===== src/rtl/rvadd_pkg.sv =====
package rvadd_pkg;

   typedef enum logic [1:0] {
      PH_FETCH  = 2'd0,
      PH_DECODE = 2'd1,
      PH_EXEC   = 2'd2,
      PH_WRITE  = 2'd3
   } phase_e;

   localparam int unsigned REG_AW = 5;

   localparam logic [6:0] OPC_REGREG = 7'b0110011;
   localparam logic [2:0] F3_ADD     = 3'b000;
   localparam logic [6:0] F7_ADD     = 7'b0000000;

   typedef struct packed {
      logic [REG_AW-1:0] rd;
      logic [REG_AW-1:0] rs1;
      logic [REG_AW-1:0] rs2;
      logic              is_add;
   } dec_t;

   // Preloaded program image; words past the image read as a harmless no-op.
   function automatic logic [31:0] prog_word(input int unsigned idx);
      case (idx)
         0:       return 32'h002181B3;
         1:       return 32'h002182B3;
         2:       return 32'h00108033;
         3:       return 32'h001003B3;
         4:       return 32'h40208433;
         5:       return 32'h00508493;
         6:       return 32'h00209533;
         7:       return 32'h01080833;
         8:       return 32'h01EF8FB3;
         9:       return 32'h009484B3;
         10:      return 32'h001080B3;
         11:      return 32'h00518133;
         default: return 32'h00000013;
      endcase
   endfunction

endpackage


===== src/rtl/rvadd_decode.sv =====
module rvadd_decode
   import rvadd_pkg::*;
(
   input  logic [31:0] instr,
   output dec_t        dec
);

   logic [6:0] opcode;
   logic [2:0] funct3;
   logic [6:0] funct7;

   always_comb begin
      opcode     = instr[6:0];
      funct3     = instr[14:12];
      funct7     = instr[31:25];
      dec.rd     = instr[11:7];
      dec.rs1    = instr[19:15];
      dec.rs2    = instr[24:20];
      dec.is_add = (opcode == OPC_REGREG) && (funct3 == F3_ADD) && (funct7 == F7_ADD);
   end

endmodule


===== src/rtl/rvadd_alu.sv =====
module rvadd_alu #(
   parameter int unsigned XLEN = 32
) (
   input  logic [XLEN-1:0] a,
   input  logic [XLEN-1:0] b,
   output logic [XLEN-1:0] sum
);

   // Carry out of the top bit is dropped: modular addition.
   assign sum = a + b;

endmodule


===== src/rtl/rvadd_regfile.sv =====
module rvadd_regfile #(
   parameter int unsigned     XLEN       = 32,
   parameter int unsigned     NREG       = 32,
   parameter logic [XLEN-1:0] RESET_STEP = 32'h0800_0001
) (
   input  logic                    clk,
   input  logic                    rst,
   input  logic                    we,
   input  logic [$clog2(NREG)-1:0] waddr,
   input  logic [XLEN-1:0]         wdata,
   input  logic [$clog2(NREG)-1:0] raddr_a,
   input  logic [$clog2(NREG)-1:0] raddr_b,
   output logic [XLEN-1:0]         rdata_a,
   output logic [XLEN-1:0]         rdata_b
);

   localparam int unsigned AW = $clog2(NREG);

   if (NREG < 2 || (1 << AW) != NREG) begin : g_bad_nreg
      $error("rvadd_regfile: NREG must be a power of two of at least 2");
   end

   logic [XLEN-1:0] regs [NREG];

   always_ff @(posedge clk) begin
      if (rst) begin
         for (int k = 0; k < NREG; k++) begin
            regs[k] <= XLEN'(k) * RESET_STEP;
         end
      end else if (we && (waddr != '0)) begin
         regs[waddr] <= wdata;
      end
   end

   assign rdata_a = (raddr_a == '0) ? '0 : regs[raddr_a];
   assign rdata_b = (raddr_b == '0) ? '0 : regs[raddr_b];

   assert_x0_write_R6: assert property (@(posedge clk) disable iff (rst)
      we |-> (waddr != '0));

endmodule


===== src/rtl/rvadd_exec.sv =====
module rvadd_exec
   import rvadd_pkg::*;
#(
   parameter int unsigned XLEN      = 32,
   parameter int unsigned MEM_WORDS = 12,
   parameter bit          WRAP_PC   = 1'b1
) (
   input  logic            clk,
   input  logic            rst,
   input  phase_e          phase,
   input  logic [XLEN-1:0] opa,
   input  logic [XLEN-1:0] opb,
   output logic [XLEN-1:0] pc,
   output logic [XLEN-1:0] result
);

   localparam logic [XLEN-1:0] LAST_PC = XLEN'(4 * (MEM_WORDS - 1));
   localparam logic [XLEN-1:0] PC_STEP = XLEN'(4);

   logic [XLEN-1:0] sum;
   logic [XLEN-1:0] pc_q;
   logic [XLEN-1:0] pc_next;
   logic [XLEN-1:0] result_q;

   rvadd_alu #(.XLEN(XLEN)) alu_i (
      .a   (opa),
      .b   (opb),
      .sum (sum)
   );

   if (WRAP_PC) begin : g_wrap
      assign pc_next = (pc_q == LAST_PC) ? '0 : pc_q + PC_STEP;
   end else begin : g_hold
      assign pc_next = (pc_q == LAST_PC) ? pc_q : pc_q + PC_STEP;
   end

   always_ff @(posedge clk) begin
      if (rst) begin
         pc_q     <= '0;
         result_q <= '0;
      end else if (phase == PH_EXEC) begin
         pc_q     <= pc_next;
         result_q <= sum;
      end
   end

   assign pc     = pc_q;
   assign result = result_q;

   assert_pc_hold_R7: assert property (@(posedge clk) disable iff (rst)
      (phase != PH_EXEC) |=> $stable(pc_q));

   assert_pc_range_R8: assert property (@(posedge clk) disable iff (rst)
      (pc_q <= LAST_PC) && (pc_q[1:0] == 2'b00));

endmodule


===== src/rtl/rvadd_core.sv =====
module rvadd_core
   import rvadd_pkg::*;
#(
   parameter int unsigned     XLEN       = 32,
   parameter int unsigned     MEM_WORDS  = 12,
   parameter bit              WRAP_PC    = 1'b1,
   parameter logic [XLEN-1:0] RESET_STEP = 32'h0800_0001
) (
   input  logic              clk,
   input  logic              rst,
   output logic [XLEN-1:0]   dbg_pc,
   output logic [1:0]        dbg_phase,
   output logic              dbg_wr_en,
   output logic [REG_AW-1:0] dbg_wr_addr,
   output logic [XLEN-1:0]   dbg_wr_data
);

   localparam int unsigned NREG  = 1 << REG_AW;
   localparam int unsigned IDX_W = $clog2(MEM_WORDS);

   if (XLEN != 32) begin : g_bad_xlen
      $error("rvadd_core: the instruction format fixes XLEN at 32");
   end
   if (MEM_WORDS < 2 || MEM_WORDS > 64) begin : g_bad_mem
      $error("rvadd_core: MEM_WORDS must lie in 2..64");
   end

   // Instruction store, filled at elaboration.
   logic [31:0] rom [MEM_WORDS];
   for (genvar i = 0; i < MEM_WORDS; i++) begin : g_rom
      assign rom[i] = prog_word(i);
   end

   phase_e          phase_q;
   logic [31:0]     ir_q;
   dec_t            dec_w;
   dec_t            dec_q;
   logic [XLEN-1:0] opa_q;
   logic [XLEN-1:0] opb_q;
   logic [XLEN-1:0] rd_a;
   logic [XLEN-1:0] rd_b;
   logic [XLEN-1:0] pc;
   logic [XLEN-1:0] result;
   logic [IDX_W-1:0] pc_idx;
   logic [31:0]     fetch_word;
   logic            wr_en;

   assign pc_idx     = pc[IDX_W+1:2];
   assign fetch_word = (32'(pc_idx) < MEM_WORDS) ? rom[pc_idx] : 32'h0000_0013;

   always_ff @(posedge clk) begin
      if (rst) phase_q <= PH_FETCH;
      else     phase_q <= phase_e'(phase_q + 2'd1);
   end

   always_ff @(posedge clk) begin
      if (rst) begin
         ir_q  <= 32'h0000_0013;
         dec_q <= '0;
         opa_q <= '0;
         opb_q <= '0;
      end else begin
         if (phase_q == PH_FETCH) ir_q <= fetch_word;
         if (phase_q == PH_DECODE) begin
            dec_q <= dec_w;
            opa_q <= rd_a;
            opb_q <= rd_b;
         end
      end
   end

   rvadd_decode dec_i (
      .instr (ir_q),
      .dec   (dec_w)
   );

   rvadd_exec #(
      .XLEN      (XLEN),
      .MEM_WORDS (MEM_WORDS),
      .WRAP_PC   (WRAP_PC)
   ) exec_i (
      .clk    (clk),
      .rst    (rst),
      .phase  (phase_q),
      .opa    (opa_q),
      .opb    (opb_q),
      .pc     (pc),
      .result (result)
   );

   assign wr_en = (phase_q == PH_WRITE) && dec_q.is_add && (dec_q.rd != '0);

   rvadd_regfile #(
      .XLEN       (XLEN),
      .NREG       (NREG),
      .RESET_STEP (RESET_STEP)
   ) rf_i (
      .clk     (clk),
      .rst     (rst),
      .we      (wr_en),
      .waddr   (dec_q.rd),
      .wdata   (result),
      .raddr_a (dec_w.rs1),
      .raddr_b (dec_w.rs2),
      .rdata_a (rd_a),
      .rdata_b (rd_b)
   );

   assign dbg_pc      = pc;
   assign dbg_phase   = phase_q;
   assign dbg_wr_en   = wr_en;
   assign dbg_wr_addr = dec_q.rd;
   assign dbg_wr_data = result;

   assert_phase_order_R1: assert property (@(posedge clk) disable iff (rst)
      !$past(rst) |-> (phase_q == phase_e'($past(phase_q) + 2'd1)));

   assert_fetch_after_write_R1: assert property (@(posedge clk) disable iff (rst)
      (phase_q == PH_FETCH && !$past(rst)) |-> ($past(phase_q) == PH_WRITE));

   assert_pc_moves_in_write_R7: assert property (@(posedge clk) disable iff (rst)
      (phase_q == PH_WRITE && !$past(rst)) |-> ($past(pc) != pc || (!WRAP_PC && pc == XLEN'(4 * (MEM_WORDS - 1)))));

endmodule


===== config.mk =====
export PLATFORM = sky130hd
export DESIGN_NAME = rvadd_core
export DESIGN_NICKNAME = d
export VERILOG_FILES = /design/src/rtl/rvadd_pkg.sv /design/src/rtl/rvadd_decode.sv /design/src/rtl/rvadd_alu.sv /design/src/rtl/rvadd_regfile.sv /design/src/rtl/rvadd_exec.sv /design/src/rtl/rvadd_core.sv
export SDC_FILE = /design/constraint.sdc
export NUM_CORES = 2
export LEC_CHECK = 0
export CAP_MARGIN = 20
export CORE_ASPECT_RATIO = 2
export CORE_MARGIN = 1.5
export CORE_UTILIZATION = 58
export DETAILED_ROUTE_END_ITERATION = 10
export PLACE_DENSITY = 0.81
export REMOVE_ABC_BUFFERS = 1
export SYNTH_ARGS = -nofsm -noshare
export SYNTH_HDL_FRONTEND = slang
export SYNTH_SLANG_ARGS = --single-unit

===== constraint.sdc =====
create_clock -name clk -period 3 [get_ports clk]
set_input_delay 0.3 -clock clk [delete_from_list [all_inputs] [get_ports clk]]
set_output_delay 0.3 -clock clk [all_outputs]
set_load 0.03 [all_outputs]

==> flow_summary.toml <==
[outcome]
run_status = "complete, no violations"

[clocking]
cts_inserted_buffers = 97
clock_tree.buffer_depth = 3
htreeDepth = 3
cts_tree = "built"
clk_root_buffer_cell = "sky130_fd_sc_hd__clkbuf_16"
clk-insertion-delay-late_ns = 0.74
cts.sink_count = 1181
clkTransAtPathRegs_ns = 0.07
cts_hold_buf = 0
postcts_setup_bufs = 0

[worst_setup_path]
reg2reg_slack_ns = 0.04
worst_ep_arrival_time_ns = 3.55
timing.critical_path.cells = "ha_1 -> nand2_1 -> nor2_1 -> nand3b_1 -> buf_4 -> nor2_2 -> buf_4 -> and2_1"
worstSetupEndpointType = "flop"
critPathRequiredTime_ns = 3.59
setup.worst_path.start = "dbg_phase[0]"
critical_path.reg2reg.endpoint = "rf_i.regs[21][25]"
most_frequent_cp_cell = "sky130_fd_sc_hd__buf_4"
critPathMaxFanout = 22
crit_type = "reg2reg"
critical-path-max-stage-delay_ns = 0.57
timing.critical_path.from_type = "flop"
endpoint = "rf_i.regs[21][25]"
worst_r2r_path_depth = 8
launch_instance_of_the_worst_register_to_register_path = "dbg_phase[0]"
timing.critical_path.slowest_stage_cell = "sky130_fd_sc_hd__buf_4"

[logic_synthesis]
netlist-cell-type-count = 58
synth_area_per_cell_sq_um = 15.3
synthArstFlopShare = 0
synthAdderAreaFrac = 0.00932
synth.yosys.warnings = 0
count_of_flip_flops_with_a_built_in_enable_after_synthesis = 1024
synth_seq_area_share = 0.554
netlist_area_before_placement_sq_um = 61200
synth-compound-area-share = 0.0201
synthesis.instances = 4015
yosys.area_share.simple = 0.130
post_synth_xor_area_fraction = 0.00701
post_synth_mux_area_share = 0.250
dominantRegCellSynth = "sky130_fd_sc_hd__edfxtp_1"
yosys_register_bits = 1181
largest_family_of_logic_cells_by_synthesized_area = "multiplexers"

[final_layout]
filler_cells = 6897
commonest_non_fill_non_tap_cell_in_the_layout = "sky130_fd_sc_hd__edfxtp_1"
stdcell_count = 5554
most-common-layout-cells = "1024 x sky130_fd_sc_hd__edfxtp_1, 833 x sky130_fd_sc_hd__and2_1, 640 x sky130_fd_sc_hd__mux4_2"
layout.area.seq_sq_um = 33900
drive_above_1_share = 0.275
utilization = 0.657
multiInputGateArea_sq_um = 25800
nNetsFinal = 4117
synthToLayoutAreaGrowth_pct = 12.3

[sta]
period_minus_slack_ns = 2.96
report.final.slew_viol_count = 0
finalCritPeriodShare = 0.986
achievable-frequency_mhz = 338
worst_slew_margin_rel = 0.362
worst_slack_ns = 0.0417
worst-slew-pin-transition_ns = 0.957
grt_setup_unrepaired = "false"
fin_worst_skew_ns = 0.0342
hold_viol = 0
finalSetupViolCount = 0

[placed_design]
place.gp.congestion = 0.954
dp_hpwl_um = 128000
place.detailed.instances = 5330
place.port_buffers = 71
post-place-ws_ns = 0.276

[floorplan]
floorplan.io_pins = 74
starting_utilization_of_the_core_area = 0.585
floorplan.rows = 168
fp.dieArea_sq_um = 108000
core_area_sq_um = 105000
dieWidth_um = 233
die_height_um = 462

[route]
vias = 40900
routedWlPerCell_um = 37.6
vias_per_cell = 7.36
antenna_left = 0
detail_route.drc_violations = 0
drt_pre_antenna_iters = 6
wirelength_um = 209000
dr.first_iter.drc_count = 5969

[pwr]
total_leakage_power_nw = 22.7
ir_drop_mv = 0.690
cellPowerDensity_nw_per_um2 = 560
p_total_mw = 38.5

[grt]
number_of_antenna_violations_at_the_first_check_in_global_routing = 18
grt.overflow.total = 0
grt_start_max_net_pins = 77
grt_pass1_vias = 42100
grt_first_pass_wirelength_um = 296000
global_route_usage_over_all_layers = 0.398

[hold_path]
holdCritPathClass = "in2reg"

[flow_run]
maxCapViolCount = 0
## stage by stage
stage / instance area [sq um] / TNS (ns) / hold WS, ns
final: 68800 / 0 / 0.128
after global routing: 68700 / 0 / 0.119
after CTS: 68600 / 0 / 0.101
after detailed placement: 65200 / 0 / 0.445
after global placement: 65200 / 0 / 0.440
after floorplan: 59600 / -986.12 / 0.367
## cell usage after synthesis, types with 6 or more instances
master / count / share of area
sky130_fd_sc_hd__edfxtp_1: 1024 / 0.50
sky130_fd_sc_hd__and2_1: 833 / 0.085
sky130_fd_sc_hd__mux4_2: 640 / 0.24
sky130_fd_sc_hd__clkbuf_1: 304 / 0.019
sky130_fd_sc_hd__or3_1: 165 / 0.017
sky130_fd_sc_hd__dfxtp_1: 157 / 0.051
sky130_fd_sc_hd__nor2_1: 129 / 0.0079
sky130_fd_sc_hd__nand2_1: 120 / 0.0074
sky130_fd_sc_hd__mux2i_1: 90 / 0.015
sky130_fd_sc_hd__o21ai_1: 64 / 0.0052
sky130_fd_sc_hd__a21oi_1: 45 / 0.0037
sky130_fd_sc_hd__ha_1: 44 / 0.0090
sky130_fd_sc_hd__o21ai_0: 35 / 0.0029
sky130_fd_sc_hd__buf_1: 34 / 0.0021
sky130_fd_sc_hd__or2_2: 32 / 0.0033
sky130_fd_sc_hd__buf_4: 31 / 0.0038
sky130_fd_sc_hd__buf_2: 30 / 0.0025
sky130_fd_sc_hd__xor2_1: 26 / 0.0037
sky130_fd_sc_hd__nand3_1: 25 / 0.0020
sky130_fd_sc_hd__xnor2_1: 23 / 0.0033
sky130_fd_sc_hd__inv_1: 17 / 0.0010
sky130_fd_sc_hd__a211oi_1: 15 / 0.0018
sky130_fd_sc_hd__nand4_1: 15 / 0.0015
sky130_fd_sc_hd__nor3_1: 13 / 0.0011
sky130_fd_sc_hd__a21o_1: 12 / 0.0015
sky130_fd_sc_hd__buf_6: 10 / 0.0018
sky130_fd_sc_hd__nor4_1: 7 / 0.00072
sky130_fd_sc_hd__o21bai_1: 7 / 0.00086
sky130_fd_sc_hd__and4_1: 6 / 0.00086
sky130_fd_sc_hd__nand2b_1: 6 / 0.00061
sky130_fd_sc_hd__nand3b_1: 6 / 0.00074
## sequential cells by signal (all words and copies together) (netlist names), named ones only
signal / cells
rf_i.regs: 1024
exec_i.result: 32
opa_q: 32
opb_q: 32
exec_i.pc: 30
ir_q: 15
dbg_wr_addr: 5
dbg_phase: 2
dec_q: 1
## metal layers
metal	vias to the layer above	track usage	wire length, um
li1	15600	-	-
met1	20300	0.423	57200
met4	4	0.394	24500
met3	1258	0.0985	25000
met2	3787	0.633	102000
met5	-	0	29
## logic make-up after synthesis
group / Yosys count
mux: 730
fa+ha+maj: 45
other cells: 1
xor+xnor: 49
compound gates: 210
buf+inv: 427
simple gates: 1372
flops: 1181
## worst max-delay path, delay by kind of cell (launching register included)
kind,cells,cell delay [ns]
and+or+nand+nor,5,1.15
adders and majority gates,1,0.33
DFF,1,0.44
buffers and inverters,2,0.85
## where the power goes
group,leakage (nW),internal (mW),switching [mW]
logic,9.74,2.60,3.12
clock network,1.69,7.80,6.27
registers,11.3,18.3,0.413
## timing repair
item	CTS	global route
setup endpoints to repair	1	1
pin swaps	0	0
resized for setup	2	1
## final cells by class
class / count / share of cell area
flip-flops and latches: 1181 / 0.493
clock buffers: 125 / 0.0393
multi-input cells: 2440 / 0.376
inverters: 18 / 0.000983
clock inverters: 58 / 0.0110
well taps: 1360 / 0.0247
diodes: 40 / 0.00146
repair buffers: 332 / 0.0536
## how the worst min path moves through the flow
stage / slack (ns) / from / depth (start not counted) / to
floorplan: 0.37 / rst / 1 / dbg_phase[0]
global placement: 0.44 / opb_q[2] / 2 / opb_q[2]
detailed placement: 0.45 / opb_q[17] / 2 / opb_q[17]
CTS: 0.10 / rst / 3 / ir_q[5]
global route: 0.12 / rst / 3 / ir_q[5]
finish: 0.13 / rst / 3 / ir_q[5]
Note: power is estimated with default switching activity, not from simulation.
